$ cat src/rtl/arx_pkg.sv
package arx_pkg;
   typedef enum logic [2:0] {
      ST_IDLE,
      ST_START,
      ST_DATA,
      ST_PAR,
      ST_STOP1,
      ST_STOP2,
      ST_WAIT_HIGH
   } arx_state_e;

   typedef struct packed {
      logic par_err;
      logic frm_err;
      logic brk;
   } arx_flags_t;

   localparam logic [1:0] STOP_ONE      = 2'd0;
   localparam logic [1:0] STOP_ONE_HALF = 2'd1;
   localparam int unsigned MIN_CHAR_BITS = 5;
endpackage

$ cat src/rtl/arx_sync.sv
module arx_sync #(
   parameter int unsigned STAGES    = 2,
   parameter logic        RESET_VAL = 1'b1
) (
   input  logic clk,
   input  logic rst_n,
   input  logic d_i,
   output logic q_o
);
   logic [STAGES-1:0] chain;

   generate
      if (STAGES == 1) begin : g_single
         always_ff @(posedge clk or negedge rst_n) begin
            if (!rst_n) chain <= RESET_VAL;
            else        chain <= d_i;
         end
      end else begin : g_multi
         always_ff @(posedge clk or negedge rst_n) begin
            if (!rst_n) chain <= {STAGES{RESET_VAL}};
            else        chain <= {chain[STAGES-2:0], d_i};
         end
      end
   endgenerate

   assign q_o = chain[STAGES-1];
endmodule

$ cat src/rtl/arx_sampler.sv
module arx_sampler
   import arx_pkg::*;
#(
   parameter int unsigned OVERSAMPLE = 16,
   parameter int unsigned DATA_W     = 8
) (
   input  logic              clk,
   input  logic              rst_n,
   input  logic              tick_i,
   input  logic              rxd_i,
   input  logic [1:0]        len_sel_i,
   input  logic [1:0]        stop_sel_i,
   input  logic              par_en_i,
   input  logic              par_odd_i,
   output logic              done_o,
   output logic [DATA_W-1:0] data_o,
   output arx_flags_t        flags_o,
   output logic [1:0]        len_o
);
   localparam int unsigned CW       = $clog2(OVERSAMPLE);
   localparam int unsigned IW       = $clog2(DATA_W);
   localparam logic [CW-1:0] MID_PT  = CW'(OVERSAMPLE / 2 - 1);
   localparam logic [CW-1:0] FULL_PT = CW'(OVERSAMPLE - 1);
   localparam logic [CW-1:0] QTR_PT  = CW'((OVERSAMPLE * 3) / 4 - 1);

   arx_state_e        state;
   logic [CW-1:0]     cnt;
   logic [IW-1:0]     bit_idx;
   logic [DATA_W-1:0] shreg;
   logic [1:0]        len_q;
   logic [1:0]        stop_q;
   logic              pen_q;
   logic              podd_q;
   logic              par_acc;
   logic              par_bad;
   logic              all_low;
   logic              frm_seen;

   logic [IW-1:0]     last_idx;
   logic [CW-1:0]     stop2_pt;
   logic              at_full;
   logic              brk_at_stop1;

   always_comb begin
      last_idx     = IW'({1'b0, len_q}) + IW'(MIN_CHAR_BITS - 1);
      stop2_pt     = (stop_q == STOP_ONE_HALF) ? QTR_PT : FULL_PT;
      at_full      = (cnt == FULL_PT);
      brk_at_stop1 = all_low & ~rxd_i;
   end

   always_ff @(posedge clk or negedge rst_n) begin
      if (!rst_n) begin
         state    <= ST_IDLE;
         cnt      <= '0;
         bit_idx  <= '0;
         shreg    <= '0;
         len_q    <= '0;
         stop_q   <= '0;
         pen_q    <= 1'b0;
         podd_q   <= 1'b0;
         par_acc  <= 1'b0;
         par_bad  <= 1'b0;
         all_low  <= 1'b0;
         frm_seen <= 1'b0;
         done_o   <= 1'b0;
         flags_o  <= '0;
      end else begin
         done_o <= 1'b0;
         if (tick_i) begin
            unique case (state)
               ST_IDLE: begin
                  if (!rxd_i) begin
                     state  <= ST_START;
                     cnt    <= '0;
                     len_q  <= len_sel_i;
                     stop_q <= stop_sel_i;
                     pen_q  <= par_en_i;
                     podd_q <= par_odd_i;
                  end
               end
               ST_START: begin
                  if (cnt == MID_PT) begin
                     cnt <= '0;
                     if (rxd_i) begin
                        state <= ST_IDLE;
                     end else begin
                        state    <= ST_DATA;
                        bit_idx  <= '0;
                        shreg    <= '0;
                        par_acc  <= 1'b0;
                        par_bad  <= 1'b0;
                        all_low  <= 1'b1;
                        frm_seen <= 1'b0;
                     end
                  end else begin
                     cnt <= cnt + 1'b1;
                  end
               end
               ST_DATA: begin
                  if (at_full) begin
                     cnt            <= '0;
                     shreg[bit_idx] <= rxd_i;
                     par_acc        <= par_acc ^ rxd_i;
                     all_low        <= all_low & ~rxd_i;
                     if (bit_idx == last_idx) state <= pen_q ? ST_PAR : ST_STOP1;
                     else                     bit_idx <= bit_idx + 1'b1;
                  end else begin
                     cnt <= cnt + 1'b1;
                  end
               end
               ST_PAR: begin
                  if (at_full) begin
                     cnt     <= '0;
                     par_bad <= par_acc ^ rxd_i ^ podd_q;
                     all_low <= all_low & ~rxd_i;
                     state   <= ST_STOP1;
                  end else begin
                     cnt <= cnt + 1'b1;
                  end
               end
               ST_STOP1: begin
                  if (at_full) begin
                     cnt <= '0;
                     if (stop_q == STOP_ONE) begin
                        done_o          <= 1'b1;
                        flags_o.brk     <= brk_at_stop1;
                        flags_o.frm_err <= ~rxd_i & ~brk_at_stop1;
                        flags_o.par_err <= par_bad & ~brk_at_stop1;
                        state           <= brk_at_stop1 ? ST_WAIT_HIGH : ST_IDLE;
                     end else begin
                        frm_seen <= ~rxd_i;
                        all_low  <= brk_at_stop1;
                        state    <= ST_STOP2;
                     end
                  end else begin
                     cnt <= cnt + 1'b1;
                  end
               end
               ST_STOP2: begin
                  if (cnt == stop2_pt) begin
                     cnt             <= '0;
                     done_o          <= 1'b1;
                     flags_o.brk     <= all_low;
                     flags_o.frm_err <= (frm_seen | ~rxd_i) & ~all_low;
                     flags_o.par_err <= par_bad & ~all_low;
                     state           <= all_low ? ST_WAIT_HIGH : ST_IDLE;
                  end else begin
                     cnt <= cnt + 1'b1;
                  end
               end
               ST_WAIT_HIGH: begin
                  if (rxd_i) state <= ST_IDLE;
               end
               default: state <= ST_IDLE;
            endcase
         end
      end
   end

   assign data_o = shreg;
   assign len_o  = len_q;
endmodule

$ cat src/rtl/arx_matcher.sv
module arx_matcher
   import arx_pkg::*;
#(
   parameter int unsigned DATA_W  = 8,
   parameter int unsigned N_MATCH = 4
) (
   input  logic [DATA_W-1:0]         data_i,
   input  logic [1:0]                len_i,
   input  logic [N_MATCH*DATA_W-1:0] chars_i,
   input  logic [N_MATCH-1:0]        en_i,
   output logic [N_MATCH-1:0]        hit_o
);
   logic [DATA_W-1:0] mask;

   for (genvar b = 0; b < DATA_W; b++) begin : g_mask
      assign mask[b] = (b < (int'(len_i) + MIN_CHAR_BITS));
   end

   for (genvar s = 0; s < N_MATCH; s++) begin : g_slot
      logic [DATA_W-1:0] ref_char;
      assign ref_char = chars_i[s*DATA_W +: DATA_W];
      assign hit_o[s] = en_i[s] && ((ref_char & mask) == (data_i & mask));
   end
endmodule

$ cat src/rtl/arx_holding.sv
module arx_holding
   import arx_pkg::*;
#(
   parameter int unsigned DATA_W  = 8,
   parameter int unsigned N_MATCH = 4
) (
   input  logic               clk,
   input  logic               rst_n,
   input  logic               done_i,
   input  logic [DATA_W-1:0]  data_i,
   input  arx_flags_t         flags_i,
   input  logic [N_MATCH-1:0] hit_i,
   input  logic               rd_i,
   output logic               strobe_o,
   output logic               avail_o,
   output logic [DATA_W-1:0]  data_o,
   output arx_flags_t         flags_o,
   output logic               ovr_o,
   output logic [N_MATCH-1:0] hit_o,
   output logic               any_o
);
   logic              busy;
   logic [N_MATCH-1:0] hit_gated;

   assign busy      = avail_o & ~rd_i;
   assign hit_gated = flags_i.brk ? '0 : hit_i;

   always_ff @(posedge clk or negedge rst_n) begin
      if (!rst_n) begin
         strobe_o <= 1'b0;
         avail_o  <= 1'b0;
         data_o   <= '0;
         flags_o  <= '0;
         ovr_o    <= 1'b0;
         hit_o    <= '0;
         any_o    <= 1'b0;
      end else begin
         strobe_o <= 1'b0;
         if (done_i && busy) begin
            ovr_o <= 1'b1;
         end else if (done_i) begin
            strobe_o <= 1'b1;
            avail_o  <= 1'b1;
            data_o   <= data_i;
            flags_o  <= flags_i;
            ovr_o    <= 1'b0;
            hit_o    <= hit_gated;
            any_o    <= |hit_gated;
         end else if (rd_i) begin
            avail_o <= 1'b0;
            ovr_o   <= 1'b0;
         end
      end
   end
endmodule

$ cat src/rtl/async_rx_matcher.sv
module async_rx_matcher
   import arx_pkg::*;
#(
   parameter int unsigned OVERSAMPLE  = 16,
   parameter int unsigned DATA_W      = 8,
   parameter int unsigned N_MATCH     = 4,
   parameter int unsigned SYNC_STAGES = 2
) (
   input  logic                       clk,
   input  logic                       rst_n,
   input  logic                       tick_i,
   input  logic                       rxd_i,
   input  logic [1:0]                 len_sel_i,
   input  logic [1:0]                 stop_sel_i,
   input  logic                       par_en_i,
   input  logic                       par_odd_i,
   input  logic [N_MATCH*DATA_W-1:0]  match_chars_i,
   input  logic [N_MATCH-1:0]         match_en_i,
   input  logic                       rd_i,
   output logic                       strobe_o,
   output logic                       avail_o,
   output logic [DATA_W-1:0]          data_o,
   output logic                       par_err_o,
   output logic                       frm_err_o,
   output logic                       brk_o,
   output logic                       ovr_o,
   output logic [N_MATCH-1:0]         hit_o,
   output logic                       match_o
);
   if (OVERSAMPLE < 8 || (OVERSAMPLE % 4) != 0) begin : g_bad_os
      $error("OVERSAMPLE must be a multiple of 4 and at least 8");
   end
   if (DATA_W != 8) begin : g_bad_w
      $error("DATA_W must be 8: length codes select 5 to 8 bits");
   end
   if (N_MATCH < 1 || N_MATCH > 16) begin : g_bad_n
      $error("N_MATCH must be between 1 and 16");
   end
   if (SYNC_STAGES < 1) begin : g_bad_s
      $error("SYNC_STAGES must be at least 1");
   end

   logic              rxd_s;
   logic              done;
   logic [DATA_W-1:0] smp_data;
   arx_flags_t        smp_flags;
   arx_flags_t        out_flags;
   logic [1:0]        smp_len;
   logic [N_MATCH-1:0] raw_hits;

   arx_sync #(.STAGES(SYNC_STAGES), .RESET_VAL(1'b1)) i_sync (
      .clk   (clk),
      .rst_n (rst_n),
      .d_i   (rxd_i),
      .q_o   (rxd_s)
   );

   arx_sampler #(.OVERSAMPLE(OVERSAMPLE), .DATA_W(DATA_W)) i_sampler (
      .clk        (clk),
      .rst_n      (rst_n),
      .tick_i     (tick_i),
      .rxd_i      (rxd_s),
      .len_sel_i  (len_sel_i),
      .stop_sel_i (stop_sel_i),
      .par_en_i   (par_en_i),
      .par_odd_i  (par_odd_i),
      .done_o     (done),
      .data_o     (smp_data),
      .flags_o    (smp_flags),
      .len_o      (smp_len)
   );

   arx_matcher #(.DATA_W(DATA_W), .N_MATCH(N_MATCH)) i_matcher (
      .data_i  (smp_data),
      .len_i   (smp_len),
      .chars_i (match_chars_i),
      .en_i    (match_en_i),
      .hit_o   (raw_hits)
   );

   arx_holding #(.DATA_W(DATA_W), .N_MATCH(N_MATCH)) i_holding (
      .clk      (clk),
      .rst_n    (rst_n),
      .done_i   (done),
      .data_i   (smp_data),
      .flags_i  (smp_flags),
      .hit_i    (raw_hits),
      .rd_i     (rd_i),
      .strobe_o (strobe_o),
      .avail_o  (avail_o),
      .data_o   (data_o),
      .flags_o  (out_flags),
      .ovr_o    (ovr_o),
      .hit_o    (hit_o),
      .any_o    (match_o)
   );

   assign par_err_o = out_flags.par_err;
   assign frm_err_o = out_flags.frm_err;
   assign brk_o     = out_flags.brk;
endmodule

$ cat config.mk
export PLATFORM = sky130hd
export DESIGN_NAME = async_rx_matcher
export DESIGN_NICKNAME = d
export VERILOG_FILES = /design/src/rtl/arx_pkg.sv /design/src/rtl/arx_sync.sv /design/src/rtl/arx_sampler.sv /design/src/rtl/arx_matcher.sv /design/src/rtl/arx_holding.sv /design/src/rtl/async_rx_matcher.sv
export SDC_FILE = /design/constraint.sdc
export NUM_CORES = 1
export LEC_CHECK = 0
export ABC_AREA = 1
export ABC_CLOCK_PERIOD_IN_PS = 1800
export BUFFER_PORTS_ARGS = -buffer_cell sky130_fd_sc_hd__buf_4
export CAP_MARGIN = 20
export CORE_MARGIN = 3
export CORE_UTILIZATION = 50
export DETAILED_ROUTE_END_ITERATION = 6
export GPL_ROUTABILITY_DRIVEN = 0
export PLACE_DENSITY = 0.86
export SYNTH_ARGS = -nofsm -noshare
export SYNTH_HDL_FRONTEND = slang
export SYNTH_SLANG_ARGS = --single-unit
export TNS_END_PERCENT = 20
$ cat constraint.sdc
create_clock -name clk -period 1.8 [get_ports clk]
set_clock_uncertainty 0.2 [all_clocks]
set_input_delay 0.36 -clock clk [delete_from_list [all_inputs] [get_ports clk]]
set_output_delay 0.36 -clock clk [all_outputs]
set_load 0.005 [all_outputs]
==> flow_summary.json <==
{
  "status": "completed",
  "initial_core_util": 0.533,
  "ios": 66,
  "hold_viol": 0,
  "ant_nets": 0,
  "insertion_delay_ps": 310,
  "clock_path_buffers": 2,
  "slew_violations": 0,
  "syn-num-nets": 522,
  "relSlewSlack": 0.758,
  "fmax_ghz": 0.572,
  "wl_um": 8250,
  "yosysWarningCount": 0,
  "fin_crit_ps": 1750,
  "cellLeakagePower_uw": 0.00229,
  "rows": 28,
  "cts_tree": "yes",
  "grt_usage": 0.230,
  "numCtsBuffers": 5,
  "synth_common_cells": "nand2_1 (143), inv_1 (65), nor2_1 (63), dfrtp_1 (51), o21ai_0 (28)",
  "root_buffer": "clkbuf_8",
  "instances_no_fill": 638,
  "async_reset_ff_frac": 1.00,
  "synth_top_area_frac": 0.390,
  "drt-pass1-iter-count": 5,
  "routed-via-count": 3327,
  "dp.cells": 618,
  "reg2regPathDepth": 8,
  "die_w_um": 86.9,
  "rsz0062_at_grt": "true",
  "hold_ws_ps": 87.1,
  "synth_cells": 473,
  "timing.final.crit_share": 0.972,
  "port-buffer-count": 65,
  "hp-class": "in -> reg",
  "drc": 0,
  "startpoint_type": "flip-flop",
  "worstPathArrival_ps": 1750,
  "syn2layout_area_growth_pct": 28.4,
  "h-tree-depth": 2,
  "ys_seq_elements": 53,
  "avgSynthCellArea_sq_um": 6.91,
  "vias_per_cell": 5.21,
  "die_h_um": 86.9,
  "clk_pin_slew_worst_paths_ps": 100,
  "crit_required_ps": 1800,
  "syn-cell-area_sq_um": 3270,
  "dp_hpwl_um": 6260,
  "irDropWorstVdd_v": 0.000824,
  "powerDensity_nw_per_um2": 1150,
  "setup_viol_count_final": 0,
  "yosysSeqAreaShare": 0.406,
  "grt_max_degree": 30,
  "critical_path_class": "reg -> reg",
  "core_sq_um": 6130,
  "cts.sinks": 53,
  "yosys-top-cells-area": "dfrtp_1 (39%), nand2_1 (16%), inv_1 (7.5%), nor2_1 (7.2%), o21ai_0 (4.3%)",
  "wl_per_cell_um": 12.9,
  "synth_ff_type": "dfrtp_1",
  "synth.most_common_cell": "nand2_1",
  "grt_pass1_wl_um": 14000,
  "antenna_found_initial": 0,
  "cp_max_fo": 8,
  "drtIter0Drc": 201,
  "cap_violations": 0,
  "grt_overflow_total": 0,
  "nets": 611,
  "ys_types": 36,
  "min_delay_path_depth": 3,
  "die_area_sq_um": 7550,
  "grt_pass1_vias": 3068,
  "worstMarginPinSlew_ps": 363,
  "drive_above_1_share": 0.250,
  "synth.largest_area_cell": "dfrtp_1",
  "diodes": 0,
  "synth_edf_count": 0,
  "end_kind": "flip-flop"
}
state kept, by name, summed over array words and instances, names as in the netlist, 2 cells and up:
signal,cells
i_holding.data_o,8
i_holding.flags_o,3
i_holding.hit_o,4
i_sampler.bit_idx,3
i_sampler.cnt,4
i_sampler.data_o,8
i_sampler.flags_o,3
i_sampler.len_o,2
i_sampler.state,3
i_sampler.stop_q,2
i_sync.chain,2
worst max-delay path, stage by stage (launching register included):
cell     delay (ps)
dfrtp_2         510
buf_12          160
nor2_8          110
inv_4            50
o21ai_4         160
nand2_4         110
buf_4           160
o21ai_1         110
nand2_1          60
layout make-up:
cell class | instances | area, sq um
timing repair buffer | 92 | 721
clock inverter | 2 | 38.8
tap | 75 | 93.8
fill | 497 | 1930
multi-input combinational | 338 | 1660
clock buffer | 6 | 72.6
sequential | 53 | 1340
inverter | 72 | 280
per-layer routing:
layer,up-vias,share of wire,global-route usage
li1,1660,-,-
met1,1525,0.45,0.309
met2,130,0.46,0.377
met3,12,0.077,0.0350
met4,0,0.012,0.0822
met5,-,0,0
cell usage in the layout, fill, tap and decap left out, types with 2 or more instances in the layout:
cell           instances
a21oi_1               11
buf_12                 2
buf_4                 88
clkbuf_8               5
clkinv_4               2
dfrtp_1               46
dfrtp_2                5
dfstp_2                2
dlygate4sd3_1          2
inv_1                 63
inv_2                  6
inv_4                  2
nand2_1              142
nand2_2                5
nand2_4                3
nand3_1               27
nand4_1               12
nor2_1                60
nor2_2                 3
nor2_4                 5
nor3_1                 3
o211ai_1               2
o21ai_0               28
o21ai_1               13
or2_2                  3
xnor2_1                4
xor2_1                 3
what timing repair did:
item | in CTS | in global routing
hold buffers | 2 | 0
pin swaps | 5 | 11
hold endpoints to repair | 27 | 0
resized for setup | 6 | 16
setup buffers | 5 | 5
endpoints found under the setup margin | 8 | 22
power breakdown:
group	leakage (uW)	total [uW]	internal (uW)	switching, uW
sequential	0.000685	1840	1510	326
clock	0.0000554	815	418	397
combinational	0.00155	2200	927	1270
total	0.00229	4850	2860	1990
final timing paths:
path                                          from             endpoint  slack (ps)
worst max-delay path            i_sampler.state[0]  i_sampler.data_o[5]          50
worst min-delay path                 stop_sel_i[0]  i_sampler.stop_q[0]          90
worst min register to register     i_sync.chain[0]      i_sync.chain[1]         160
min in group asynchronous                    rst_n    i_holding.avail_o         300
worst max register to register  i_sampler.state[0]  i_sampler.data_o[5]          50
max in group asynchronous                    rst_n      i_sync.chain[1]         600
cell families after synthesis:
| kind of cell | count (synthesis) | synth area share |
|---|---|---|
| xor gates and xnor gates | 7 | 0.0187 |
| adders and majority gates | 2 | 0.00765 |
| AOI/OAI and AO/OA | 60 | 0.107 |
| and+or+nand+nor | 269 | 0.361 |
| buffers and inverters | 82 | 0.0995 |
| DFF | 53 | 0.406 |
per-stage QoR:
step           setup slack, ps  setup TNS (ps)  power [uW]   util  cell area, sq um
2_1_floorplan              106               0        3140      -              3270
3_3_place_gp              63.3               0        3780  0.642              3940
3_5_place_dp             -21.9           -21.9        3860  0.642              3940
4_1_cts                   6.90               0        4760  0.672              4120
5_1_grt                  -56.1            -430        5250  0.685              4200
6_report                  50.6               0        4850  0.685              4200
Note: power is estimated with default switching activity, not from simulation.
